==> config.mk <==
export PLATFORM = sky130hd
export DESIGN_NAME = sample_wr_master
export DESIGN_NICKNAME = d
export VERILOG_FILES = /design/src/rtl/swm_pkg.sv /design/src/rtl/swm_fifo.sv /design/src/rtl/swm_bus.sv /design/src/rtl/swm_ctrl.sv /design/src/rtl/sample_wr_master.sv
export SDC_FILE = /design/constraint.sdc
export NUM_CORES = 1
export LEC_CHECK = 0
export BUFFER_PORTS_ARGS = -buffer_cell sky130_fd_sc_hd__buf_2
export CAP_MARGIN = 20
export CELL_PAD_IN_SITES_DETAIL_PLACEMENT = 1
export CELL_PAD_IN_SITES_GLOBAL_PLACEMENT = 2
export CORE_MARGIN = 8
export CORE_UTILIZATION = 43
export CTS_CLUSTER_DIAMETER = 40
export DETAILED_ROUTE_END_ITERATION = 12
export HOLD_SLACK_MARGIN = 0.06
export PLACE_DENSITY_LB_ADDON = 0.12
export SYNTH_ARGS = -nofsm -noshare
export SYNTH_HDL_FRONTEND = slang
export SYNTH_SLANG_ARGS = --single-unit
export TNS_END_PERCENT = 10
==> constraint.sdc <==
create_clock -name clk -period 7.7 [get_ports clk]
set_input_delay 0.77 -clock clk [delete_from_list [all_inputs] [get_ports clk]]
set_output_delay 0.77 -clock clk [all_outputs]
set_load 0.05 [all_outputs]
==> src/rtl/swm_pkg.sv <==
// Shared definitions for the sample write master.
// Assumes: data width is a whole number of bytes.
package swm_pkg;

    typedef enum logic [0:0] {
        JOB_IDLE = 1'b0,
        JOB_RUN  = 1'b1
    } job_state_t;

endpackage

==> src/rtl/swm_fifo.sv <==
// Sample buffer that can take two words per cycle and return one.
// Word A is stored ahead of word B. A word that finds no free entry is
// dropped, and a drop pulse is raised. Free space is judged before the
// same-cycle pop, so the check errs on the safe side.
// Assumes: DEPTH is a power of two; pop is only raised when not empty.
module swm_fifo #(
    parameter int W     = 16,
    parameter int DEPTH = 8
) (
    input  logic         clk,
    input  logic         rst_n,
    input  logic         clear,
    input  logic         push_a,
    input  logic [W-1:0] data_a,
    input  logic         push_b,
    input  logic [W-1:0] data_b,
    input  logic         pop,
    output logic [W-1:0] head,
    output logic         empty,
    output logic [1:0]   n_taken,
    output logic         drop
);
    localparam int PW = $clog2(DEPTH);
    localparam int CW = $clog2(DEPTH + 1);

    logic [W-1:0]  mem [DEPTH];
    logic [PW-1:0] wp, rp;
    logic [CW-1:0] cnt;
    logic [CW-1:0] free;
    logic          take_a, take_b;

    // Decide which of the offered words fit.
    always_comb begin
        free    = CW'(DEPTH) - cnt;
        take_a  = push_a && (free != '0);
        take_b  = push_b && (free > CW'(take_a));
        n_taken = {1'b0, take_a} + {1'b0, take_b};
        drop    = (push_a && !take_a) || (push_b && !take_b);
        head    = mem[rp];
        empty   = (cnt == '0);
    end

    // Store the accepted words; B follows A when both are taken.
    always_ff @(posedge clk) begin
        if (take_a) mem[wp] <= data_a;
        if (take_b) mem[wp + PW'(take_a)] <= data_b;
    end

    // Advance the pointers and the occupancy count.
    always_ff @(posedge clk) begin
        if (!rst_n || clear) begin
            wp  <= '0;
            rp  <= '0;
            cnt <= '0;
        end else begin
            wp  <= wp + PW'(n_taken);
            rp  <= rp + PW'(pop);
            cnt <= cnt + CW'(n_taken) - CW'(pop);
        end
    end
endmodule

==> src/rtl/swm_bus.sv <==
// Bus output stage: holds one write on the bus until it is accepted,
// then loads the next word from the buffer. It produces the address
// sequence, either fixed or stepping by the data width in bytes.
// Assumes: load_base is only raised while no write is pending.
module swm_bus #(
    parameter int ADDR_W = 32,
    parameter int DATA_W = 16
) (
    input  logic              clk,
    input  logic              rst_n,
    input  logic              load_base,
    input  logic [ADDR_W-1:0] base,
    input  logic              fixed,
    input  logic              active,
    input  logic              fifo_empty,
    input  logic [DATA_W-1:0] fifo_head,
    input  logic              wr_wait,
    output logic              fifo_pop,
    output logic              wr_en,
    output logic [ADDR_W-1:0] wr_addr,
    output logic [DATA_W-1:0] wr_data,
    output logic              fire
);
    localparam int STEP = DATA_W / 8;

    logic [ADDR_W-1:0] next_addr;
    logic              slot_free;

    // The slot frees up when empty or when the current write is taken.
    always_comb begin
        slot_free = !wr_en || !wr_wait;
        fifo_pop  = slot_free && active && !fifo_empty;
        fire      = wr_en && !wr_wait;
    end

    // Load, hold or retire the bus write and advance the address.
    always_ff @(posedge clk) begin
        if (!rst_n) begin
            wr_en     <= 1'b0;
            wr_addr   <= '0;
            wr_data   <= '0;
            next_addr <= '0;
        end else if (load_base) begin
            wr_en     <= 1'b0;
            next_addr <= base;
        end else if (fifo_pop) begin
            wr_en     <= 1'b1;
            wr_addr   <= next_addr;
            wr_data   <= fifo_head;
            next_addr <= fixed ? next_addr : next_addr + ADDR_W'(STEP);
        end else if (slot_free) begin
            wr_en <= 1'b0;
        end
    end
endmodule

==> src/rtl/swm_ctrl.sv <==
// Job controller: latches the job settings, limits how many samples
// enter the buffer, counts completed writes, and keeps the done and
// overflow flags.
// Assumes: start is ignored while a job runs.
module swm_ctrl
    import swm_pkg::*;
#(
    parameter int CNT_W = 16
) (
    input  logic             clk,
    input  logic             rst_n,
    input  logic             start,
    input  logic [CNT_W-1:0] sample_count,
    input  logic             fixed_mode,
    input  logic             smp_valid,
    input  logic [1:0]       n_taken,
    input  logic             drop,
    input  logic             fire,
    output logic             begin_job,
    output logic             push_a,
    output logic             push_b,
    output logic             fixed_lat,
    output logic             busy,
    output logic             done,
    output logic             overflow
);
    job_state_t       state;
    logic [CNT_W-1:0] count_q;
    logic [CNT_W-1:0] accepted;
    logic [CNT_W-1:0] written;

    // Gate the sample pair against the remaining job budget.
    always_comb begin
        busy      = (state == JOB_RUN);
        begin_job = start && !busy;
        push_a    = busy && smp_valid && (accepted < count_q);
        push_b    = busy && smp_valid &&
                    ({1'b0, accepted} + 1'b1 < {1'b0, count_q});
    end

    // Job sequencing, sample and write counting, flag upkeep.
    always_ff @(posedge clk) begin
        if (!rst_n) begin
            state     <= JOB_IDLE;
            count_q   <= '0;
            accepted  <= '0;
            written   <= '0;
            fixed_lat <= 1'b0;
            done      <= 1'b0;
            overflow  <= 1'b0;
        end else if (begin_job) begin
            count_q   <= sample_count;
            accepted  <= '0;
            written   <= '0;
            fixed_lat <= fixed_mode;
            overflow  <= 1'b0;
            done      <= (sample_count == '0);
            state     <= (sample_count == '0) ? JOB_IDLE : JOB_RUN;
        end else if (busy) begin
            accepted <= accepted + CNT_W'(n_taken);
            if (drop) overflow <= 1'b1;
            if (fire) begin
                written <= written + 1'b1;
                if (written + 1'b1 == count_q) begin
                    state <= JOB_IDLE;
                    done  <= 1'b1;
                end
            end
        end
    end
endmodule

==> src/rtl/sample_wr_master.sv <==
// Top of the sample write master: controller, two-input buffer and
// bus output stage. Channel pairs are stored A then B, and each word
// becomes one full-width bus write.
// Assumes: the bus target accepts a write in any cycle where wr_wait is low.
module sample_wr_master #(
    parameter int ADDR_W = 32,
    parameter int DATA_W = 16,
    parameter int CNT_W  = 16,
    parameter int DEPTH  = 8
) (
    input  logic              clk,
    input  logic              rst_n,
    input  logic              start,
    input  logic [ADDR_W-1:0] base_addr,
    input  logic [CNT_W-1:0]  sample_count,
    input  logic              fixed_mode,
    input  logic              smp_valid,
    input  logic [DATA_W-1:0] smp_a,
    input  logic [DATA_W-1:0] smp_b,
    input  logic              wr_wait,
    output logic              wr_en,
    output logic [ADDR_W-1:0] wr_addr,
    output logic [DATA_W/8-1:0] wr_be,
    output logic [DATA_W-1:0] wr_data,
    output logic              busy,
    output logic              done,
    output logic              overflow
);
    localparam int BE_W = DATA_W / 8;

    logic              begin_job, push_a, push_b, fixed_lat;
    logic [1:0]        n_taken;
    logic              drop, fire, fifo_pop, fifo_empty;
    logic [DATA_W-1:0] fifo_head;

    // Every write covers the full data width.
    always_comb wr_be = {BE_W{1'b1}};

    swm_ctrl #(.CNT_W(CNT_W)) ctrl_i (
        .clk(clk), .rst_n(rst_n), .start(start),
        .sample_count(sample_count), .fixed_mode(fixed_mode),
        .smp_valid(smp_valid), .n_taken(n_taken), .drop(drop),
        .fire(fire), .begin_job(begin_job), .push_a(push_a),
        .push_b(push_b), .fixed_lat(fixed_lat), .busy(busy),
        .done(done), .overflow(overflow)
    );

    swm_fifo #(.W(DATA_W), .DEPTH(DEPTH)) fifo_i (
        .clk(clk), .rst_n(rst_n), .clear(begin_job),
        .push_a(push_a), .data_a(smp_a), .push_b(push_b), .data_b(smp_b),
        .pop(fifo_pop), .head(fifo_head), .empty(fifo_empty),
        .n_taken(n_taken), .drop(drop)
    );

    swm_bus #(.ADDR_W(ADDR_W), .DATA_W(DATA_W)) bus_i (
        .clk(clk), .rst_n(rst_n), .load_base(begin_job), .base(base_addr),
        .fixed(fixed_lat), .active(busy), .fifo_empty(fifo_empty),
        .fifo_head(fifo_head), .wr_wait(wr_wait), .fifo_pop(fifo_pop),
        .wr_en(wr_en), .wr_addr(wr_addr), .wr_data(wr_data), .fire(fire)
    );
endmodule

==> results of run 1 <==
[power breakdown]
group | internal, mW | switching, mW | total (mW)
sequential | 1.61 | 0.0619 | 1.67
combinational | 0.275 | 0.480 | 0.755
clock | 1.35 | 0.747 | 2.10
[worst max-delay path, stage by stage (launching register included)]
cell and delay [ns]:
sky130_fd_sc_hd__dfxtp_1 0.47, sky130_fd_sc_hd__ha_1 0.30, sky130_fd_sc_hd__inv_1 0.06, sky130_fd_sc_hd__nor2_1 0.16, sky130_fd_sc_hd__nand3_1 0.18, sky130_fd_sc_hd__nor2_1 0.18, sky130_fd_sc_hd__xor2_1 0.09, sky130_fd_sc_hd__ha_1 0.33
sky130_fd_sc_hd__nand2_1 0.08, sky130_fd_sc_hd__o211ai_1 0.26, sky130_fd_sc_hd__o2111ai_2 0.20, sky130_fd_sc_hd__o211ai_4 0.56, sky130_fd_sc_hd__inv_1 0.12, sky130_fd_sc_hd__ha_1 0.34, sky130_fd_sc_hd__ha_1 0.19, sky130_fd_sc_hd__inv_1 0.06
sky130_fd_sc_hd__fa_1 0.39, sky130_fd_sc_hd__nor3_1 0.46, sky130_fd_sc_hd__nand3_1 0.26, sky130_fd_sc_hd__or3_1 0.37, sky130_fd_sc_hd__a21oi_1 0.15
[final timing paths]
check                           depth (start not counted)          startpoint  slack (ns)             endpoint
worst min-delay path                                    2    bus_i.wr_addr[9]        0.45     bus_i.wr_addr[9]
worst min register to register                          2    bus_i.wr_addr[9]        0.45     bus_i.wr_addr[9]
worst max-delay path                                   20  ctrl_i.accepted[1]        2.40  ctrl_i.accepted[10]
worst max register to register                         20  ctrl_i.accepted[1]        2.40  ctrl_i.accepted[10]
[layout make-up]
type | count | area, sq um
well taps | 448 | 561
fillers | 3585 | 16200
clock buffers | 60 | 1280
inverters | 39 | 146
clock inverters | 26 | 313
repair buffers | 156 | 828
flip-flops and latches | 271 | 6710
multi-input cells | 893 | 7230
[synthesized netlist by cell type, types with 6 or more instances]
cell type / n
sky130_fd_sc_hd__xnor2_1: 43
sky130_fd_sc_hd__mux4_2: 32
sky130_fd_sc_hd__ha_1: 50
sky130_fd_sc_hd__o21ai_0: 38
sky130_fd_sc_hd__and2_1: 7
sky130_fd_sc_hd__dfxtp_1: 143
sky130_fd_sc_hd__nand2_1: 141
sky130_fd_sc_hd__mux2_2: 56
sky130_fd_sc_hd__clkbuf_1: 45
sky130_fd_sc_hd__a41o_1: 8
sky130_fd_sc_hd__buf_6: 8
sky130_fd_sc_hd__inv_1: 38
sky130_fd_sc_hd__nor3_4: 6
sky130_fd_sc_hd__nand2b_1: 7
sky130_fd_sc_hd__buf_2: 6
sky130_fd_sc_hd__a21oi_1: 86
sky130_fd_sc_hd__edfxtp_1: 128
sky130_fd_sc_hd__a211oi_1: 35
sky130_fd_sc_hd__or3_1: 19
sky130_fd_sc_hd__mux2_4: 72
sky130_fd_sc_hd__nor2_1: 78
sky130_fd_sc_hd__and4_1: 6
sky130_fd_sc_hd__and3_1: 20
sky130_fd_sc_hd__nand3_1: 25
sky130_fd_sc_hd__nor4_1: 6
sky130_fd_sc_hd__buf_1: 12
sky130_fd_sc_hd__nor3_1: 12
sky130_fd_sc_hd__xor2_1: 42
sky130_fd_sc_hd__a311oi_1: 6
sky130_fd_sc_hd__nand4_1: 24
sky130_fd_sc_hd__mux2i_1: 19
[cell usage in the layout, fill, tap and decap left out, types with 5 or more instances in the layout]
cell                         count
sky130_fd_sc_hd__clkinv_2        5
sky130_fd_sc_hd__buf_2         137
sky130_fd_sc_hd__or3_1          19
sky130_fd_sc_hd__nand3_1        25
sky130_fd_sc_hd__edfxtp_1      128
sky130_fd_sc_hd__a41o_1          8
sky130_fd_sc_hd__clkbuf_1        7
sky130_fd_sc_hd__and2_1          7
sky130_fd_sc_hd__mux2_2         56
sky130_fd_sc_hd__a311oi_1        6
sky130_fd_sc_hd__nor3b_1         5
sky130_fd_sc_hd__clkbuf_8        6
sky130_fd_sc_hd__nand4_1        24
sky130_fd_sc_hd__o211ai_1        5
sky130_fd_sc_hd__xnor2_1        43
sky130_fd_sc_hd__and3_1         20
sky130_fd_sc_hd__mux2i_1        19
sky130_fd_sc_hd__a211oi_1       35
sky130_fd_sc_hd__dfxtp_1       142
sky130_fd_sc_hd__mux4_2         32
sky130_fd_sc_hd__clkinvlp_4      5
sky130_fd_sc_hd__mux2_4         72
sky130_fd_sc_hd__clkbuf_16      47
sky130_fd_sc_hd__nor3_1         12
sky130_fd_sc_hd__nor3_4          6
sky130_fd_sc_hd__nor4_1          6
sky130_fd_sc_hd__a21oi_1        86
sky130_fd_sc_hd__nor2_1         78
sky130_fd_sc_hd__buf_4          19
sky130_fd_sc_hd__o21ai_0        38
sky130_fd_sc_hd__nand2b_1        6
sky130_fd_sc_hd__ha_1           50
sky130_fd_sc_hd__xor2_1         42
sky130_fd_sc_hd__inv_1          37
sky130_fd_sc_hd__nand2_1       141
sky130_fd_sc_hd__bufinv_16       5
sky130_fd_sc_hd__a31oi_1         5
sky130_fd_sc_hd__and4_1          6
[registers in the layout (all words and copies together) (netlist names)]
register / cells
ctrl_i.done: 1
fifo_i.wp: 3
fifo_i.rp: 3
ctrl_i.accepted: 16
ctrl_i.written: 16
ctrl_i.overflow: 1
ctrl_i.count_q: 16
fifo_i.mem: 128
bus_i.wr_en: 1
fifo_i.cnt: 4
ctrl_i.fixed_lat: 1
bus_i.wr_addr: 32
bus_i.wr_data: 16
bus_i.next_addr: 32
ctrl_i.busy: 1
[cells by family after synthesis]
kind of cell	after synthesis
flip-flops	271
AO/OA/AOI/OAI	204
other	1
multiplexers	179
XOR/XNOR	85
buffers and inverters	112
AND/OR/NAND/NOR	370
adder cells (fa/ha/maj)	53
[per-layer routing]
layer,vias to the layer above,share of wire,track usage
met5,-,0.00033,0
met4,2,0.020,0.0637
li1,4957,-,-
met2,193,0.51,0.359
met3,59,0.047,0.0389
met1,5137,0.42,0.248
==> results by stage, run 1 <==
Timing:
- The normalized max-slew margin is 0.258.
- Setup repair after global routing left no endpoint under its margin.
- The number of pins with negative max-slew slack in the final report is 0.
- Across the routed clock network, the largest skew measured is around 0.033 ns.
- Across all hold checks on the routed design, the worst slack comes to 0.450 ns.
- The minimum clock period after layout is between 5 and 6 ns.
- The transition time at the pin with the least slew margin is around 1.1 ns.
- After layout, the worst setup slack is approximately 2.4 ns.
- In the finished design, the share of the clock period the worst path needs comes to 0.689.
- The final number of setup-violating endpoints is 0.
- The number of hold violations in the final report is 0.
- The highest clock frequency the design can meet is 189 MHz.
- The total negative setup slack is 0 ns.

Synth:
- The share of synthesized area in the top cell type comes to 0.267.
- The synthesized design spends more area on one cell type than any other, namely sky130_fd_sc_hd__edfxtp_1.
- After synthesis, the share of cell area in mux cells is 0.182.
- The cell area after synthesis is around 0.014 sq mm.
- The number of storage elements in the synthesis netlist is roughly 270.
- The most used flip-flop cell after synthesis is sky130_fd_sc_hd__dfxtp_1.
- Each instance of the synthesized netlist takes up on average approximately 11 sq um.
- The number of enable-type register cells in the synthesized netlist is approximately 130.
- In this run, distinct cell masters in the synthesized netlist total 65.
- The number of warnings issued by yosys is 0.
- Counting every instance in the synthesized netlist gives around 1,300.
- Of the total synthesized cell area, the portion taken by AND, OR, NAND and NOR gates is 0.130.
- The post-synthesis share of cell area spent on xor and xnor gates is 0.0516.
- After synthesis, the largest family of logic cells by area is multiplexers.
- Counting flops with an async set or reset pin after synthesis yields a share of 0.
- The area fraction in compound gates after synthesis is 0.0897.
- By area the synthesized netlist is led by sky130_fd_sc_hd__edfxtp_1 27%, sky130_fd_sc_hd__dfxtp_1 20%, sky130_fd_sc_hd__mux2_4 7.5%.
- The sequential share of the synthesized area is 0.465.
- The post-synthesis share of cell area spent on full adders, half adders and majority gates is 0.0475.

Placed design:
- The worst slack after detailed placement is between 2 and 2.5 ns.
- Input and output buffers added on the ports amount to between 100 and 150.
- Including well taps, the total number of placed cells is 1,807.
- The placed instance area is 0.0155 sq mm.
- Once detailed placement completed, the half-perimeter wirelength came to around 26 mm.
- The final weighted congestion in routability-driven placement is ~0.8.

Layout:
- The number of nets at the end of the flow is roughly 1,500.
- The area growth from synthesis to layout is 18.3%.
- The non-filler instance count after layout is between 1,500 and 2,000.
- The share of layout cells above drive strength 1 is 0.284.
- 0 antenna diodes ended up in the layout.
- The cell area after layout is 0.0171 sq mm.
- The share of the core filled with cells is 0.513.

Critical path:
- The worst setup path category is flip-flop to flip-flop.
- STA classifies the critical path startpoint as a flip-flop.
- The critical path arrival is 5.78 ns.
- The worst setup path is captured at a flip-flop.
- STA puts the critical path data required time at ~8.2 ns.
- Of all nets on the critical path, the largest fanout is 9.

Clock network:
- The source-to-sink clock delay at the later pin of the worst-skew pair is about 0.58 ns.
- The TritonCTS clock tree is done.
- The number of hold-repair buffers added at the cts stage is 0.
- The count of cells resized by post-cts repair is 0.
- The buffer type at the clock tree root is sky130_fd_sc_hd__clkbuf_16.
- The setup fix buffers added after clock tree synthesis is 0.
- The sink count of the clock tree is about 270.
- The total clock buffers created by CTS is between 40 and 50.
- In this run the deepest clock path goes through 3 buffers.
- After clock tree synthesis, the clock-pin slew on the worst setup and hold paths is ~0.050 ns.
- In this run the number of H-tree levels came out at 2.

Job:
- The count of maximum capacitance violations is 0.

GRT:
- The via count of the first global-routing pass came to 11,282.
- Summed over all layers, the global routing overflow is 0.
- In the global route stage, overall resource usage came out at 0.204.
- The initial antenna violation count is 1.
- Entering global routing, the biggest net connects 83 pins.
- The wire length of the first global-routing pass is around 64 mm.

Drt:
- The routed layout has 10,348 vias.
- Dividing the detail-routed wire length by the instance count gives roughly 21 microns.
- After detailed routing, the total wire length is 39.9 mm.
- The post-route DRC violation count is 0.
- The number of DRC markers in iteration 0 is about 370.
- Once detail routing completed, the nets flagged for antenna violations numbered 0.
- The first detailed-routing pass took 4 iterations.
- The vias per cell is roughly 5.5.

Die:
- The die outline height is approximately 200 microns.
- For this configuration, the core starts out at a cell density of 0.433.
- The placeable core area is 0.0333 sq mm.
- The die is 199 microns wide.
- The number of top-level pins is 140.
- The floorplan has between 60 and 70 rows.
- The die covers 0.0397 sq mm.

Pwr:
- Overall power consumption after layout is estimated at 4.53 mW.
- The largest vdd supply drop is 0.173 mV.
- The leakage power figure is 6.35 nW.
- The power per cell area is 265 mW/mm^2.

Status:
- The flow ran to the end, and the final reports show no timing, DRC or antenna violations.

Hold path:
- The type of the tightest min-delay check is flip-flop to flip-flop.
Note: power is estimated with default switching activity, not from simulation.
==> run 2, diff against run 1 <==
- CORE_UTILIZATION: 43 -> 36
- clock period: 7.7 -> 4.4 ns (I/O delays scaled with it)
==> run 2 against run 1 <==
Combinational power is 83% higher. Largest cell class unchanged. Global-route usage fell by 2.6 points. Largest power group unchanged. Clock power is 93% higher. Final area rose by 4.8%. Utilization fell by 6.2 points. Hold slack worse by 0.34 ns. Critical endpoint is now ctrl_i.accepted[12]. First-iteration DRC count rose by 3.8%. Routed wire length up 5.3%. Sequential share of layout area shrank 1.7 points.
==> results by stage, run 2 (synthesized netlist as in run 1, its figures left out) <==
Job:
- The count of maximum capacitance violations is 0.

GRT:
- The overall overflow remaining after global route is 0.
- For this run, the total global-route usage over all layers was measured as 0.178.
- The initial antenna violation count was 1.
- Entering global routing, the biggest net connects 50 pins.
- The first global-routing pass estimated 65.8 mm of wire.
- The via count of the first global-routing pass is ~11,000.

Die:
- The initial utilization of the core area, before any placement, comes to 0.364.
- The row count is 73.
- The total area inside the core boundary comes to approximately 0.040 sq mm.
- The die extent in x is about 220 microns.
- The floorplan step defined a die boundary enclosing around 0.047 sq mm.
- The number of top-level pins is 140.
- From bottom edge to top edge, the die measures 216 microns.

Clock network:
- The number of hold-repair buffers added at the cts stage is 0.
- The TritonCTS clock tree is done.
- The cell sitting at the root of the clock tree is a sky130_fd_sc_hd__clkbuf_16.
- The longest clock path from root to sink contains 3 buffers.
- The total clock buffers created by CTS is roughly 50.
- CTS built an H-tree with a depth of 2.
- The source-to-sink clock delay at the later pin of the worst-skew pair is roughly 0.59 ns.
- The sink count of the clock tree is 271.
- After clock tree synthesis, the clock-pin slew on the worst setup and hold paths is 0.05 ns.

Status:
- The flow ran to the end, and the final reports show no timing, DRC or antenna violations.

Timing:
- In this run the tightest slew margin relative to its limit is 0.344.
- The transition time at the pin with the least slew margin is a little under 1 ns.
- The number of hold violations in the final report came to 0.
- The final number of setup-violating endpoints is 0.
- The highest clock frequency the design can meet is about 240 MHz.
- The worst clock skew on the final layout is roughly 0.033 ns.
- After routing, the total negative slack on setup checks comes to 0 ns.
- The minimum clock period after layout is 4.15 ns.
- The number of pins with negative max-slew slack in the final report is 0.
- Across all setup checks in the final design, the least slack found is roughly 0.25 ns.
- Setup repair after global routing left no endpoint under its margin.
- The post-route fraction of the period consumed by the critical path is 0.943.

Placed design:
- The number of buffer cells added on primary ports is roughly 140.
- The worst slack after detailed placement is -0.0682 ns.
- In this run, placement finished with an instance count of about 1,900.
- The congestion estimate from routability-driven global placement came to about 0.76.
- The final HPWL from detailed placement is approximately 30 mm.

Layout:
- After the last flow step, the layout net total stands at around 1,600.
- The register with the most flip-flops in the layout has 128 of them.
- The library cell used most frequently in the layout, excluding fill and tap cells, is sky130_fd_sc_hd__nand2_1.
- From synthesis to final layout, the design area changed by 24.0%.
- Fill cells in the final layout number between 4,000 and 5,000.
- The largest registers in the layout are fifo_i.mem: 128 flops, bus_i.next_addr: 32 flops, bus_i.wr_addr: 32 flops.
- In the final layout, the share of cells above drive strength 1 is 0.325.
- Summing all flip-flop and latch instances after layout gives ~0.0067 sq mm.
- The area of combinational cells with multiple inputs is roughly 0.0073 sq mm.
- The non-filler instance count after layout is 2,024.
- The antenna diode count is 0.
- The register with the most flip-flops in the final layout is fifo_i.mem.
- Leaving out fill and tap cells, the most frequent cells in the layout are 141 x sky130_fd_sc_hd__nand2_1, 137 x sky130_fd_sc_hd__buf_2, 136 x sky130_fd_sc_hd__dfxtp_1, 128 x sky130_fd_sc_hd__edfxtp_1, 84 x sky130_fd_sc_hd__a21oi_1.

Critical path:
- STA puts the critical path data required time at around 4.9 ns.
- Of all nets on the critical path, the largest fanout is 4.
- Data arrives at the worst endpoint at roughly 4.7 ns.
- The worst setup path category is flip-flop to flip-flop.
- The worst reg-to-reg setup slack is about 0.25 ns.
- The startpoint kind of the worst setup timing path is a flip-flop.
- The worst setup path is captured at a flip-flop.

Drt:
- After detailed routing, the number of vias per cell comes to around 5.
- The detailed-routing iteration count for the pre-antenna-repair pass is 4.
- In this run the remaining antenna-violating nets after routing total 0.
- Summing over every cut layer, the via total after detailed routing is 10,418.
- The first routing iteration left ~390 violations.
- The wire length reported by the detailed router is 42.0 mm.
- Dividing the detail-routed wire length by the instance count gives 20.8 microns.
- In the routed design, unresolved DRC markers number 0.

Hold path:
- The type of the tightest min-delay check is input port to flip-flop.

Pwr:
- The power per cell area is 468 mW/mm^2.
- The leakage power figure is 6.72 nW.
- The largest vdd supply drop is around 0.29 mV.
run 2: changes by cell type in the layout (fill, tap and decap cells not counted), sizes merged:
cell      change
inv           -2
buf          +48
clkbuf        +5
bufinv        +5
clkinv        -1
clkinvlp      -1
run 2: cell type report:
class | count | area share
Tap cell | 525 | 0.0367
Multi-Input combinational cell | 893 | 0.411
Sequential cell | 271 | 0.376
Clock buffer | 65 | 0.0753
Inverter | 39 | 0.00819
Clock inverter | 27 | 0.0233
Timing Repair Buffer | 204 | 0.0700
run 2: report_power, final:
part           leakage, nW  internal (mW)  switching [mW]
Combinational         3.55          0.535           0.848
Clock                0.849           2.73            1.31
Sequential            2.32           2.82           0.122
run 2: worst max-delay path, stage by stage (launching register included):
cell and delay, ns:
sky130_fd_sc_hd__dfxtp_2 0.33, sky130_fd_sc_hd__inv_2 0.05, sky130_fd_sc_hd__ha_1 0.27, sky130_fd_sc_hd__o211ai_1 0.10, sky130_fd_sc_hd__a2111o_1 0.47, sky130_fd_sc_hd__a211oi_4 0.31
sky130_fd_sc_hd__nor3b_4 0.08, sky130_fd_sc_hd__ha_1 0.28, sky130_fd_sc_hd__nor2_1 0.05, sky130_fd_sc_hd__or3_4 0.34, sky130_fd_sc_hd__o211ai_4 0.09, sky130_fd_sc_hd__inv_2 0.07
sky130_fd_sc_hd__ha_4 0.27, sky130_fd_sc_hd__ha_2 0.18, sky130_fd_sc_hd__inv_2 0.04, sky130_fd_sc_hd__fa_2 0.41, sky130_fd_sc_hd__nor3_4 0.17, sky130_fd_sc_hd__nand3_2 0.12
sky130_fd_sc_hd__or3_1 0.35, sky130_fd_sc_hd__a21oi_1 0.12
run 2: per-stage QoR:
| step | cell area [sq um] | utilization | total power, mW | hold slack [ns] |
|---|---|---|---|---|
| finish | 17900 | 0.451 | 8.37 | 0.111 |
| global route | 17900 | 0.451 | 8.72 | 0.101 |
| CTS | 17700 | 0.448 | 8.48 | 0.0772 |
| detailed placement | 16000 | 0.403 | 4.38 | 0.448 |
| global placement | 16000 | 0.403 | 4.34 | 0.443 |
| floorplan | 14400 | - | 3.92 | 0.432 |
run 2: per-layer routing:
| layer | up-vias | global-route usage | wire length [microns] |
|---|---|---|---|
| met4 | 2 | 0.0460 | 822 |
| met3 | 59 | 0.0386 | 1620 |
| met5 | - | 0 | 13 |
| li1 | 5077 | - | - |
| met2 | 161 | 0.316 | 21200 |
| met1 | 5119 | 0.215 | 18400 |
run 2: worst paths after layout:
path | start | end | depth (start not counted)
worst max-delay path | ctrl_i.count_q[1] | ctrl_i.accepted[12] | 19
worst min-delay path | base_addr[0] | bus_i.next_addr[0] | 3
worst max register to register | ctrl_i.count_q[1] | ctrl_i.accepted[12] | 19
worst min register to register | bus_i.wr_addr[4] | bus_i.wr_addr[4] | 2
run 2: repair_timing:
item,CTS,global route
resized for setup,3,25
buffers inserted,1,6
endpoints found under the setup margin,2,8
pin swaps,4,12
